### src/rtl/segxl_pkg.sv
package segxl_pkg;
  typedef enum logic [1:0] {
    ACC_READ  = 2'd0,
    ACC_WRITE = 2'd1,
    ACC_EXEC  = 2'd2,
    ACC_RSVD  = 2'd3
  } accKind_t;

  typedef enum logic [1:0] {
    XS_IDLE  = 2'd0,
    XS_TREQ  = 2'd1,
    XS_TWAIT = 2'd2,
    XS_RESP  = 2'd3
  } xlState_t;

  typedef struct packed {
    logic capReq;
    logic capDirect;
    logic capTlb;
  } xlStrobe_t;

  localparam logic [1:0] CFG_SEL_GLOBAL = 2'd0;
  localparam logic [1:0] CFG_SEL_MASK   = 2'd1;
  localparam logic [1:0] CFG_SEL_BASELO = 2'd2;
  localparam logic [1:0] CFG_SEL_BASEHI = 2'd3;

  localparam int ENABLE_BIT_A = 2;
  localparam int ENABLE_BIT_B = 3;
  localparam int PERM_W       = 3;
endpackage

### src/rtl/segxl_route.sv
module segxl_route #(
  parameter int ADDR_W = 32,
  parameter int SEG_W  = 4,
  localparam int NUM_SEG = 1 << SEG_W,
  localparam int BASE_W  = (NUM_SEG / 2) * SEG_W
) (
  input  logic [ADDR_W-1:0]  vaddr,
  input  logic               user,
  input  logic [1:0]         enBits,
  input  logic [NUM_SEG-1:0] segMask,
  input  logic [BASE_W-1:0]  baseLo,
  input  logic [BASE_W-1:0]  baseHi,
  output logic               usePage,
  output logic               mmuOn,
  output logic [ADDR_W-1:0]  directPaddr
);
  logic [SEG_W-1:0]  segNum;
  logic [SEG_W-2:0]  lowIdx;
  logic [BASE_W-1:0] baseSel;
  logic [SEG_W-1:0]  nibble;
  logic              segDirect;

  always_comb begin
    segNum    = vaddr[ADDR_W-1 -: SEG_W];
    lowIdx    = segNum[SEG_W-2:0];
    mmuOn     = |enBits;
    segDirect = !user && segMask[segNum];
    baseSel   = segNum[SEG_W-1] ? baseHi : baseLo;
    nibble    = baseSel[lowIdx*SEG_W +: SEG_W];
    usePage   = mmuOn && !segDirect;
    if (!mmuOn) directPaddr = vaddr;
    else        directPaddr = {nibble, vaddr[ADDR_W-SEG_W-1:0]};
  end
endmodule

### src/rtl/segxl_datapath.sv
module segxl_datapath
  import segxl_pkg::*;
#(
  parameter int ADDR_W = 32,
  parameter int SEG_W  = 4,
  parameter int CODE_W = 4,
  localparam int NUM_SEG = 1 << SEG_W,
  localparam int BASE_W  = (NUM_SEG / 2) * SEG_W
) (
  input  logic              clk,
  input  logic              rstN,
  input  logic              cfgWrEn,
  input  logic [1:0]        cfgWrSel,
  input  logic [ADDR_W-1:0] cfgWrData,
  input  logic [ADDR_W-1:0] reqVaddr,
  input  logic [1:0]        reqKind,
  input  logic              reqUser,
  input  xlStrobe_t         strobe,
  output logic              routePage,
  output logic [ADDR_W-1:0] tlbReqVaddr,
  output logic [1:0]        tlbReqKind,
  output logic              tlbReqUser,
  output logic              tlbReqInstr,
  input  logic [ADDR_W-1:0] tlbRspPaddr,
  input  logic [PERM_W-1:0] tlbRspPerm,
  input  logic              tlbRspFault,
  input  logic [CODE_W-1:0] tlbRspCode,
  output logic [ADDR_W-1:0] rspPaddr,
  output logic [PERM_W-1:0] rspPerm,
  output logic              rspFault,
  output logic [CODE_W-1:0] rspCode
);
  logic [1:0]         enBits;
  logic [NUM_SEG-1:0] segMask;
  logic [BASE_W-1:0]  baseLo;
  logic [BASE_W-1:0]  baseHi;
  logic [ADDR_W-1:0]  directPaddr;
  logic               mmuOn;
  logic [ADDR_W-1:0]  vaddrQ;
  logic [1:0]         kindQ;
  logic               userQ;

  segxl_route #(.ADDR_W(ADDR_W), .SEG_W(SEG_W)) route_i (
    .vaddr(reqVaddr), .user(reqUser), .enBits(enBits), .segMask(segMask),
    .baseLo(baseLo), .baseHi(baseHi), .usePage(routePage), .mmuOn(mmuOn),
    .directPaddr(directPaddr)
  );

  always_ff @(posedge clk) begin
    if (!rstN) begin
      enBits  <= '0;
      segMask <= '0;
      baseLo  <= '0;
      baseHi  <= '0;
    end else if (cfgWrEn) begin
      unique case (cfgWrSel)
        CFG_SEL_GLOBAL: enBits  <= {cfgWrData[ENABLE_BIT_B], cfgWrData[ENABLE_BIT_A]};
        CFG_SEL_MASK:   segMask <= cfgWrData[NUM_SEG-1:0];
        CFG_SEL_BASELO: baseLo  <= cfgWrData[BASE_W-1:0];
        CFG_SEL_BASEHI: baseHi  <= cfgWrData[BASE_W-1:0];
        default: ;
      endcase
    end
  end

  always_ff @(posedge clk) begin
    if (!rstN) begin
      vaddrQ <= '0;
      kindQ  <= '0;
      userQ  <= 1'b0;
    end else if (strobe.capReq) begin
      vaddrQ <= reqVaddr;
      kindQ  <= reqKind;
      userQ  <= reqUser;
    end
  end

  always_ff @(posedge clk) begin
    if (!rstN) begin
      rspPaddr <= '0;
      rspPerm  <= '0;
      rspFault <= 1'b0;
      rspCode  <= '0;
    end else if (strobe.capDirect) begin
      rspPaddr <= directPaddr;
      rspPerm  <= '1;
      rspFault <= 1'b0;
      rspCode  <= '0;
    end else if (strobe.capTlb) begin
      rspPaddr <= tlbRspPaddr;
      rspPerm  <= tlbRspPerm;
      rspFault <= tlbRspFault;
      rspCode  <= tlbRspCode;
    end
  end

  assign tlbReqVaddr = vaddrQ;
  assign tlbReqKind  = kindQ;
  assign tlbReqUser  = userQ;
  assign tlbReqInstr = (kindQ == ACC_EXEC);

  // pass-through result equals the accepted address
  p_bypass_identity_r2: assert property (@(posedge clk) disable iff (!rstN)
    (strobe.capDirect && !mmuOn) |=> (rspPaddr == $past(reqVaddr)));
  // direct mapping keeps the in-segment offset and grants everything
  p_seg_offset_r4: assert property (@(posedge clk) disable iff (!rstN)
    strobe.capDirect |=> (rspPaddr[ADDR_W-SEG_W-1:0] == $past(reqVaddr[ADDR_W-SEG_W-1:0])
                          && (&rspPerm) && !rspFault));
  // lookup result is forwarded untouched
  p_tlb_pass_r6: assert property (@(posedge clk) disable iff (!rstN)
    strobe.capTlb |=> (rspPaddr == $past(tlbRspPaddr) && rspPerm == $past(tlbRspPerm)
                       && rspFault == $past(tlbRspFault) && rspCode == $past(tlbRspCode)));
  // captured request stays put until a new one is taken
  p_req_hold_r8: assert property (@(posedge clk) disable iff (!rstN)
    !strobe.capReq |=> ($stable(tlbReqVaddr) && $stable(tlbReqKind) && $stable(tlbReqUser)));
endmodule

### src/rtl/segxl_control.sv
module segxl_control
  import segxl_pkg::*;
(
  input  logic      clk,
  input  logic      rstN,
  input  logic      reqValid,
  input  logic      routePage,
  input  logic      rspReady,
  input  logic      tlbReqReady,
  input  logic      tlbRspValid,
  output logic      reqReady,
  output logic      rspValid,
  output logic      tlbReqValid,
  output logic      tlbRspReady,
  output xlStrobe_t strobe
);
  xlState_t state, stateNext;

  always_comb begin
    reqReady    = (state == XS_IDLE);
    tlbReqValid = (state == XS_TREQ);
    tlbRspReady = (state == XS_TWAIT);
    rspValid    = (state == XS_RESP);
    strobe.capReq    = reqReady && reqValid;
    strobe.capDirect = strobe.capReq && !routePage;
    strobe.capTlb    = tlbRspReady && tlbRspValid;
    stateNext = state;
    unique case (state)
      XS_IDLE:  if (strobe.capReq) stateNext = routePage ? XS_TREQ : XS_RESP;
      XS_TREQ:  if (tlbReqReady) stateNext = XS_TWAIT;
      XS_TWAIT: if (tlbRspValid) stateNext = XS_RESP;
      XS_RESP:  if (rspReady) stateNext = XS_IDLE;
      default:  stateNext = XS_IDLE;
    endcase
  end

  always_ff @(posedge clk) begin
    if (!rstN) state <= XS_IDLE;
    else       state <= stateNext;
  end

  // response held until taken
  p_rsp_hold_r8: assert property (@(posedge clk) disable iff (!rstN)
    (rspValid && !rspReady) |=> rspValid);
  // lookup request held until taken
  p_tlb_hold_r8: assert property (@(posedge clk) disable iff (!rstN)
    (tlbReqValid && !tlbReqReady) |=> tlbReqValid);
  // at most one access outstanding
  p_single_r8: assert property (@(posedge clk) disable iff (!rstN)
    reqReady |-> (!rspValid && !tlbReqValid && !tlbRspReady));
  // direct results respond in the next cycle
  p_direct_lat_r7: assert property (@(posedge clk) disable iff (!rstN)
    strobe.capDirect |=> rspValid);
  // lookups start in the next cycle
  p_page_lat_r7: assert property (@(posedge clk) disable iff (!rstN)
    (strobe.capReq && routePage) |=> tlbReqValid);
  // response follows the taken TLB result
  p_tlb_to_rsp_r7: assert property (@(posedge clk) disable iff (!rstN)
    strobe.capTlb |=> rspValid);
endmodule

### src/rtl/segpage_xlator.sv
module segpage_xlator
  import segxl_pkg::*;
#(
  parameter int ADDR_W = 32,
  parameter int SEG_W  = 4,
  parameter int CODE_W = 4
) (
  input  logic              clk,
  input  logic              rstN,
  input  logic              cfgWrEn,
  input  logic [1:0]        cfgWrSel,
  input  logic [ADDR_W-1:0] cfgWrData,
  input  logic              reqValid,
  output logic              reqReady,
  input  logic [ADDR_W-1:0] reqVaddr,
  input  logic [1:0]        reqKind,
  input  logic              reqUser,
  output logic              rspValid,
  input  logic              rspReady,
  output logic [ADDR_W-1:0] rspPaddr,
  output logic [2:0]        rspPerm,
  output logic              rspFault,
  output logic [CODE_W-1:0] rspCode,
  output logic              tlbReqValid,
  input  logic              tlbReqReady,
  output logic [ADDR_W-1:0] tlbReqVaddr,
  output logic [1:0]        tlbReqKind,
  output logic              tlbReqUser,
  output logic              tlbReqInstr,
  input  logic              tlbRspValid,
  output logic              tlbRspReady,
  input  logic [ADDR_W-1:0] tlbRspPaddr,
  input  logic [2:0]        tlbRspPerm,
  input  logic              tlbRspFault,
  input  logic [CODE_W-1:0] tlbRspCode
);
  xlStrobe_t strobe;
  logic      routePage;

  segxl_control ctrl_i (
    .clk(clk), .rstN(rstN), .reqValid(reqValid), .routePage(routePage),
    .rspReady(rspReady), .tlbReqReady(tlbReqReady), .tlbRspValid(tlbRspValid),
    .reqReady(reqReady), .rspValid(rspValid), .tlbReqValid(tlbReqValid),
    .tlbRspReady(tlbRspReady), .strobe(strobe)
  );

  segxl_datapath #(.ADDR_W(ADDR_W), .SEG_W(SEG_W), .CODE_W(CODE_W)) dp_i (
    .clk(clk), .rstN(rstN), .cfgWrEn(cfgWrEn), .cfgWrSel(cfgWrSel),
    .cfgWrData(cfgWrData), .reqVaddr(reqVaddr), .reqKind(reqKind),
    .reqUser(reqUser), .strobe(strobe), .routePage(routePage),
    .tlbReqVaddr(tlbReqVaddr), .tlbReqKind(tlbReqKind), .tlbReqUser(tlbReqUser),
    .tlbReqInstr(tlbReqInstr), .tlbRspPaddr(tlbRspPaddr), .tlbRspPerm(tlbRspPerm),
    .tlbRspFault(tlbRspFault), .tlbRspCode(tlbRspCode), .rspPaddr(rspPaddr),
    .rspPerm(rspPerm), .rspFault(rspFault), .rspCode(rspCode)
  );

  // response fields stable while waiting for the requester
  p_rsp_stable_r8: assert property (@(posedge clk) disable iff (!rstN)
    (rspValid && !rspReady) |=> ($stable(rspPaddr) && $stable(rspPerm)
                                 && $stable(rspFault) && $stable(rspCode)));
  // a lookup is never raised while a result is pending
  p_no_overlap_r5: assert property (@(posedge clk) disable iff (!rstN)
    !(tlbReqValid && rspValid));
endmodule

### config.mk
export PLATFORM = sky130hd
export DESIGN_NAME = segpage_xlator
export DESIGN_NICKNAME = d
export VERILOG_FILES = /design/src/rtl/segxl_pkg.sv /design/src/rtl/segxl_route.sv /design/src/rtl/segxl_datapath.sv /design/src/rtl/segxl_control.sv /design/src/rtl/segpage_xlator.sv
export SDC_FILE = /design/constraint.sdc
export NUM_CORES = 1
export LEC_CHECK = 0
export BUFFER_PORTS_ARGS = -buffer_cell sky130_fd_sc_hd__buf_2
export CAP_MARGIN = 20
export CORE_MARGIN = 2
export CORE_UTILIZATION = 40
export CTS_CLUSTER_DIAMETER = 150
export DETAILED_ROUTE_END_ITERATION = 8
export GPL_TIMING_DRIVEN = 0
export SYNTH_ARGS = -nofsm -noshare
export SYNTH_HDL_FRONTEND = slang
export SYNTH_SLANG_ARGS = --single-unit
### constraint.sdc
create_clock -name clk -period 2.48 [get_ports clk]
set_input_delay 0.62 -clock clk [delete_from_list [all_inputs] [get_ports clk]]
set_output_delay 0.62 -clock clk [all_outputs]
set_load 0.02 [all_outputs]
==> results.txt, run 1 <==
----------------------------------------------------
[Synth]
  Synth Area per Inst ... 9.01 um2
  EDFF count, synth ... 0
  Number of storage elements in the synthesis netlist ... 159
  Post-synth top flop ... dfxtp_1
  Post-synthesis instance total ... 811
  Summed instance area of the synthesized netlist ... 7300 um2
  Number of nets in the synthesized netlist ... 932
  Synth warn ... 0
  Fraction of registers with async set/reset ... 0%
  Number of different library cells in the post-synthesis netlist ... 40
  Portion of the post-synthesis area used by sequential elements ... 43.6%

[Timing]
  Worst relative slew slack ... 56.3%
  Peak clock frequency supported by timing ... 0.477 GHz
  Transition time of the tightest slew-check pin ... 0.656 ns
  Count of final max-slew check failures ... 0
  Sum of negative setup slack ... 0 ns
  Skew final ... 0.00822 ns
  Post-layout minimum cycle time ... 2.10 ns
  Period Utilization, post-route ... 84.6%
  Final Hold Violating Endpoints ... 0
  # setup viols final ... 0
  Unrepaired setup endpoints after global routing ... no

[Global routing]
  Overall Global Routing Usage ... 22.1%
  Final global-route overflow total ... 0
  Number of antenna violations at the first check in global routing ... 0
  Largest net degree at the start of global routing ... 17
  Global-route wire length before repair ... 33.1 mm
  Number of global-route vias before repair ... 5939

[Layout]
  Diodes inserted ... 0
  Final core area utilization ... 50.8%
  Count of filler cells inserted in the layout ... 1786
  # nets final ... 1143
  Synthesis-to-layout area growth ... 24.9%
  Share of layout cells above drive strength 1 ... 28.0%

[Floorplan]
  Effective utilization at floorplan ... 40.7%
  Floorplan die width ... 139 um
  Top Ports ... 196
  Row cnt ... 49
  Placeable core region ... 18000 um2
  Die height ... 139 um
  Die ar. ... 19400 um2

[Power and ir drop]
  Power Density ... 866 nW/um2
  Peak supply drop ... 0.000496 V
  LEAKAGE ... 3.88 nW

[Place]
  Routability-driven placement congestion ratio ... 0.795
  Post-DP HPWL ... 16.0 mm
  Number of buffers inserted by port buffering ... 192

[Route]
  Uppermost routed layer ... met4
  Number of iterations in the first detailed-routing pass ... 4
  Routed wirelength normalized by instance count ... 16.9 um
  Final wirelength ... 21.4 mm
  Number of nets still failing antenna checks after routing ... 0
  DR DRC count ... 0
  Routed length on met2 ... 10.1 mm
  Met3 routed WL ... 1.30 mm
  Post-route met1 wirelength ... 9.72 mm
  Vias ... 6221
  DR iter-0 viols ... 308
  Number of vias per cell ... 4.92

[Run]
  Maximum Capacitance Violations ... 0

[Worst setup path]
  Path type of the worst setup path ... reg -> reg
  CP Max Fanout ... 10
  Critical path data arrival time ... 2.43 ns
  Critical path required time ... 2.81 ns
  Worst setup SP type ... flip-flop
  Crit path capture type ... flip-flop

[CTS]
  PostCTS Resize Cnt ... 0
  Postcts setup bufs ... 0
  Clock tree from TritonCTS ... done
  Max clock buf depth ... 2
  Quantity of hold-fixing buffers added after cts ... 0
  Source-to-sink clock delay at the later pin of the worst-skew pair ... 0.43 ns
  H-tree lvl count ... 4
  Clk root buf ... clkbuf_16
  Clock buffer count from CTS ... 17
  CTS clock-pin slew for the worst setup and hold paths ... 0.07 ns
  Count of clock tree sinks ... 159

[Status]
  Status ... completed

[Min path]
  Class of the worst hold path ... in -> reg

----------------------------------------------------
==> layout by cell type, fill, tap and decap left out, types with 2 or more instances in the layout <==
cell,netlist,final
nand2_1,297,297
buf_2,3,195
dfxtp_1,159,159
a21boi_0,110,110
mux2i_1,57,57
clkbuf_1,49,51
mux2_2,36,36
clkbuf_16,0,17
nor2_1,13,13
mux4_2,9,9
buf_6,7,7
inv_1,6,6
nor2b_1,6,6
nand3_1,6,6
mux4_1,6,6
a21boi_1,5,5
nor3b_2,5,5
ha_1,5,5
clkinvlp_4,0,5
or2_2,3,3
clkbuf_8,1,3
o211ai_1,3,3
o21a_1,3,3
o211a_1,2,2
a211oi_1,2,2
nor3_1,2,2
clkinv_4,0,2
inv_6,0,2
==> cell type report <==
type,instances,area [um2],area share [%]
Multi-Input combinational cell,583,3780,41.4
Clock inverter,11,108,1.18
Buffer,63,323,3.54
Inverter,6,22.5,0.247
Clock buffer,21,460,5.05
Sequential cell,159,3180,34.9
Tap cell,229,287,3.14
Timing Repair Buffer,192,961,10.5
==> metrics by stage <==
step / setup WS [ns] / cells / hold slack, ns / instance area (um2) / total power [mW]
3_3_place_gp: 0.0903 / 1232 / 0.442 / 8550 / 5.41
6_report: 0.382 / 1264 / 0.444 / 9120 / 7.90
2_1_floorplan: 0.562 / 811 / 0.432 / 7300 / 4.67
3_5_place_dp: 0.0647 / 1232 / 0.444 / 8550 / 5.43
5_1_grt: 0.207 / 1264 / 0.440 / 9120 / 8.28
4_1_cts: 0.350 / 1264 / 0.426 / 9120 / 7.96
==> per-layer routing <==
layer | global-route usage (%) | vias to the layer above
met3 | 4.87 | 21
met1 | 29.1 | 2869
met2 | 36.5 | 190
met4 | 6.54 | 0
li1 | - | 3141
met5 | 0 | -
==> state kept, by name, indices dropped and copies added, names as in the netlist <==
signal and count:
dp_i.baseLo 32, dp_i.rspPaddr 32, dp_i.segMask 16, ctrl_i.state 2, dp_i.tlbReqUser 1, dp_i.baseHi 32, dp_i.tlbReqVaddr 32, dp_i.rspFault 1
dp_i.rspCode 4, dp_i.enBits 2, dp_i.rspPerm 3, dp_i.tlbReqKind 2
==> kinds of logic (layout without fill, tap and decap cells) <==
logic type	after synthesis	after routing	synth area share, %
AO/OA/AOI/OAI	134	134	14.0
adder cells (fa/ha/maj)	5	5	0.856
buffers and inverters	69	293	4.73
flip-flops	159	159	43.6
multiplexers	108	108	18.3
AND/OR/NAND/NOR	336	336	18.5
==> synthesized netlist by cell type, drive strengths merged, types with 2 or more instances <==
library cell  count  area, um2
nand3             6       30.0
buf              13        125
nor2             13       48.8
nand2           297       1110
ha                5       62.6
mux2i            57        571
o21a              3       22.5
mux4             15        360
o211a             2       20.0
o211ai            3       22.5
a211oi            2       15.0
or2               3       18.8
dfxtp           159       3180
nor3              2       10.0
a21boi          115        863
nor2b             6       37.5
nor3b             6       70.1
inv               6       22.5
clkbuf           50        198
mux2             36        405
==> critical path, stage by stage, from the launching register on <==
cell	delay, ns
dfxtp_1	0.38
inv_1	0.09
ha_1	0.26
nand2_1	0.10
clkbuf_1	0.36
nor2_1	0.11
a31oi_2	0.20
o21ai_4	0.13
buf_6	0.17
o21a_1	0.18
==> where the power goes <==
part           internal (mW)  leakage, nW  switching [mW]
Combinational          0.952         2.32            1.38
Sequential              2.87         1.30           0.150
Clock                   1.44        0.262            1.11
Total                   5.26         3.88            2.64
==> worst paths after layout <==
kind                                    end  cells past startpoint  slack (ns)                    startpoint
max            dp_i.rspPerm[2]$_SDFFE_PN0P_                      9        0.38  ctrl_i.state[0]$_SDFFE_PN0P_
min          dp_i.rspPaddr[19]$_SDFFE_PN0P_                      3        0.44                  reqVaddr[19]
max reg2reg    dp_i.rspPerm[2]$_SDFFE_PN0P_                      9        0.38  ctrl_i.state[0]$_SDFFE_PN0P_
min reg2reg    dp_i.segMask[9]$_SDFFE_PN0P_                      2        0.45  dp_i.segMask[9]$_SDFFE_PN0P_
Power figures use the tool's default switching activity.
==> inputs of run 2 (changes only) <==
--- a/config.mk
+++ b/config.mk
@@ -5,6 +5,7 @@
 export SDC_FILE = /design/constraint.sdc
 export NUM_CORES = 1
 export LEC_CHECK = 0
+export ABC_AREA = 1
 export BUFFER_PORTS_ARGS = -buffer_cell sky130_fd_sc_hd__buf_2
 export CAP_MARGIN = 20
 export CORE_MARGIN = 2
@@ -12,6 +13,7 @@
 export CTS_CLUSTER_DIAMETER = 150
 export DETAILED_ROUTE_END_ITERATION = 8
 export GPL_TIMING_DRIVEN = 0
+export PLACE_DENSITY = 0.66
 export SYNTH_ARGS = -nofsm -noshare
 export SYNTH_HDL_FRONTEND = slang
 export SYNTH_SLANG_ARGS = --single-unit
==> constraint.sdc (replaced) <==
create_clock -name clk -period 1.9 [get_ports clk]
set_input_delay 0.475 -clock clk [delete_from_list [all_inputs] [get_ports clk]]
set_output_delay 0.475 -clock clk [all_outputs]
set_load 0.02 [all_outputs]
==> run 2 against run 1 <==
Effect of this change:
- largest power group unchanged
- routed wire length rose by 9.8%
- power up 45%
- worst setup slack got worse by 0.29 ns
- synthesized cell count rose by 23%
- cell area fell by 1.6%
- utilization grew 1.1 points
- critical path type is now reg -> out
- critical endpoint is now tlbRspReady
- sequential power up 37%
- sequential share of layout area increased by 0.57 points
- via count rose by 19%
- final cell count grew 15%
==> results.txt, run 2 <==
----------------------------------------------------
[Timing]
  Skew final ... 0.0125 ns
  Final Hold Violating Endpoints ... 0
  Worst hold slack ... 0.282 ns
  Period Utilization, post-route ... 95.1%
  Sum of negative setup slack ... 0 ns
  Count of final max-slew check failures ... 0
  Worst relative slew slack ... 56.0%
  Post-layout minimum cycle time ... 1.81 ns
  Final worst-path setup slack ... 0.0934 ns
  Peak clock frequency supported by timing ... 0.554 GHz
  # setup viols final ... 0
  Transition time of the tightest slew-check pin ... 0.660 ns
  Unrepaired setup endpoints after global routing ... no

[CTS]
  Postcts setup bufs ... 0
  H-tree lvl count ... 4
  PostCTS Resize Cnt ... 11
  Clk root buf ... clkbuf_16
  Clock tree from TritonCTS ... done
  Clock buffer count from CTS ... 17
  CTS clock-pin slew for the worst setup and hold paths ... 0.06 ns
  Source-to-sink clock delay at the later pin of the worst-skew pair ... 0.44 ns
  Max clock buf depth ... 2
  Quantity of hold-fixing buffers added after cts ... 0
  Count of clock tree sinks ... 159

[Route]
  DR DRC count ... 0
  Number of iterations in the first detailed-routing pass ... 7
  Number of vias per cell ... 5.11
  Routed wirelength normalized by instance count ... 16.2 um
  DR iter-0 viols ... 511
  Vias ... 7394
  Final wirelength ... 23.5 mm
  Number of nets still failing antenna checks after routing ... 0

[Floorplan]
  Placeable core region ... 17300 um2
  Row cnt ... 48
  Effective utilization at floorplan ... 40.8%
  Die height ... 137 um
  Floorplan die width ... 137 um
  Die ar. ... 18700 um2
  Top Ports ... 196

[Global routing]
  Largest net degree at the start of global routing ... 17
  Global-route wire length before repair ... 35.3 mm
  Number of antenna violations at the first check in global routing ... 1
  Overall Global Routing Usage ... 24.8%
  Final global-route overflow total ... 0
  Number of global-route vias before repair ... 6685

[Place]
  Placed cell count ... 1415
  Instance area at placement ... 8320 um2
  Pre-CTS WS ... -0.347 ns
  Routability-driven placement congestion ratio ... 0.889
  Number of buffers inserted by port buffering ... 195
  Post-DP HPWL ... 17.2 mm

[Synth]
  Post-synthesis instance total ... 995
  Most frequently used cell type in the post-synthesis netlist ... nand2_1
  Synth warn ... 0
  Ranking of synthesized cells by area ... dfxtp_1 (45%), nand2_1 (9.1%), nor2_1 (8.0%)
  Largest area contributor in the synthesized netlist ... dfxtp_1
  EDFF count, synth ... 0
  Number of different library cells in the post-synthesis netlist ... 28
  Post-synth top flop ... dfxtp_1
  Summed instance area of the synthesized netlist ... 7060 um2
  Post-synth top area share ... 45.1%
  Number of nets in the synthesized netlist ... 1116
  Fraction of registers with async set/reset ... 0%
  Top cells by count, synth ... nand2_1 (171), dfxtp_1 (159), nor2_1 (150), o21ai_0 (111), a21oi_1 (100)
  Portion of the post-synthesis area used by sequential elements ... 45.1%
  Number of storage elements in the synthesis netlist ... 159
  Synth Area per Inst ... 7.09 um2

[Power and ir drop]
  Peak supply drop ... 0.000669 V
  LEAKAGE ... 4.13 nW
  Total power of the final layout ... 11.4 mW
  Power Density ... 1270 nW/um2

[Status]
  Status ... completed

[Run]
  Maximum Capacitance Violations ... 0

[Worst setup path]
  Cell-by-cell listing of the critical path ... inv_1, ha_1, buf_2
  Crit path capture type ... output port
  Critical path required time ... 1.42 ns
  Critical Path Max Stage Delay ... 0.37 ns
  Worst setup SP type ... flip-flop
  Path type of the worst setup path ... reg -> out
  Critical path data arrival time ... 1.33 ns
  CP Max Fanout ... 4
  Slowest cell on crit path ... dfxtp_1

[Layout]
  Filler-free cell count of the finished design ... 1448
  Leading cell types in the layout, fill and taps excluded ... buf_2 (203), nand2_1 (169), dfxtp_1 (159), nor2_1 (149), o21ai_0 (111)
  Final core area utilization ... 51.9%
  Most common library cell in the layout ignoring fill and taps ... buf_2
  # nets final ... 1330
  Synthesis-to-layout area growth ... 27.1%
  Share of layout cells above drive strength 1 ... 23.3%
  Post-route cell area ... 8970 um2

[Min path]
  Class of the worst hold path ... in -> reg

----------------------------------------------------
-- run 2: final cells by class --
type	count	area [um2]
fill	1785	8320
multi-input combinational	679	3210
sequential	159	3180
timing repair buffer	195	976
clock buffer	21	470
buffer	70	367
inverter	87	327
tap	225	282
clock inverter	11	155
antenna	1	2.50
-- run 2: critical path, delay by kind of cell (launching register included) --
kind                     cells  cell delay (ns)
buffers and inverters        2             0.27
adder cells (fa/ha/maj)      1             0.26
flip-flops                   1             0.37
-- run 2: path summary, 6_finish.rpt --
check | startpoint | endpoint | slack [ns] | depth (start not counted)
hold reg to reg | dp_i.segMask[12]$_SDFFE_PN0P_ | dp_i.segMask[12]$_SDFFE_PN0P_ | 0.44 | 2
hold / removal | cfgWrData[17] | dp_i.baseLo[17]$_SDFFE_PN0P_ | 0.28 | 3
setup / recovery | ctrl_i.state[0]$_SDFFE_PN0P_ | tlbRspReady | 0.09 | 3
setup reg to reg | ctrl_i.state[0]$_SDFFE_PN0P_ | dp_i.tlbReqVaddr[20]$_SDFFE_PN0P_ | 0.15 | 8
-- run 2: per-layer routing --
metal	wire length, um	share of wire [%]	global-route usage, %
met1	10200	43	31.9
met2	10800	46	39.9
met3	1770	7.5	5.07
met4	775	3.3	11.2
met5	0	0	0
-- run 2: cell families (layout without fill, tap and decap cells) --
| family | after synthesis | count (layout) | synth area share, % |
|---|---|---|---|
| buf+inv | 157 | 384 | 9.50 |
| flops | 159 | 159 | 45.1 |
| compound gates | 249 | 249 | 18.8 |
| simple gates | 425 | 425 | 25.7 |
| fa+ha+maj | 5 | 5 | 0.886 |
| other cells | 0 | 1 | 0 |
-- run 2: power breakdown --
part / total (mW) / internal, mW / switching [mW]
clock network: 3.61 / 2.18 / 1.43
logic: 3.69 / 1.23 / 2.46
registers: 4.13 / 3.87 / 0.261
total: 11.4 / 7.29 / 4.15
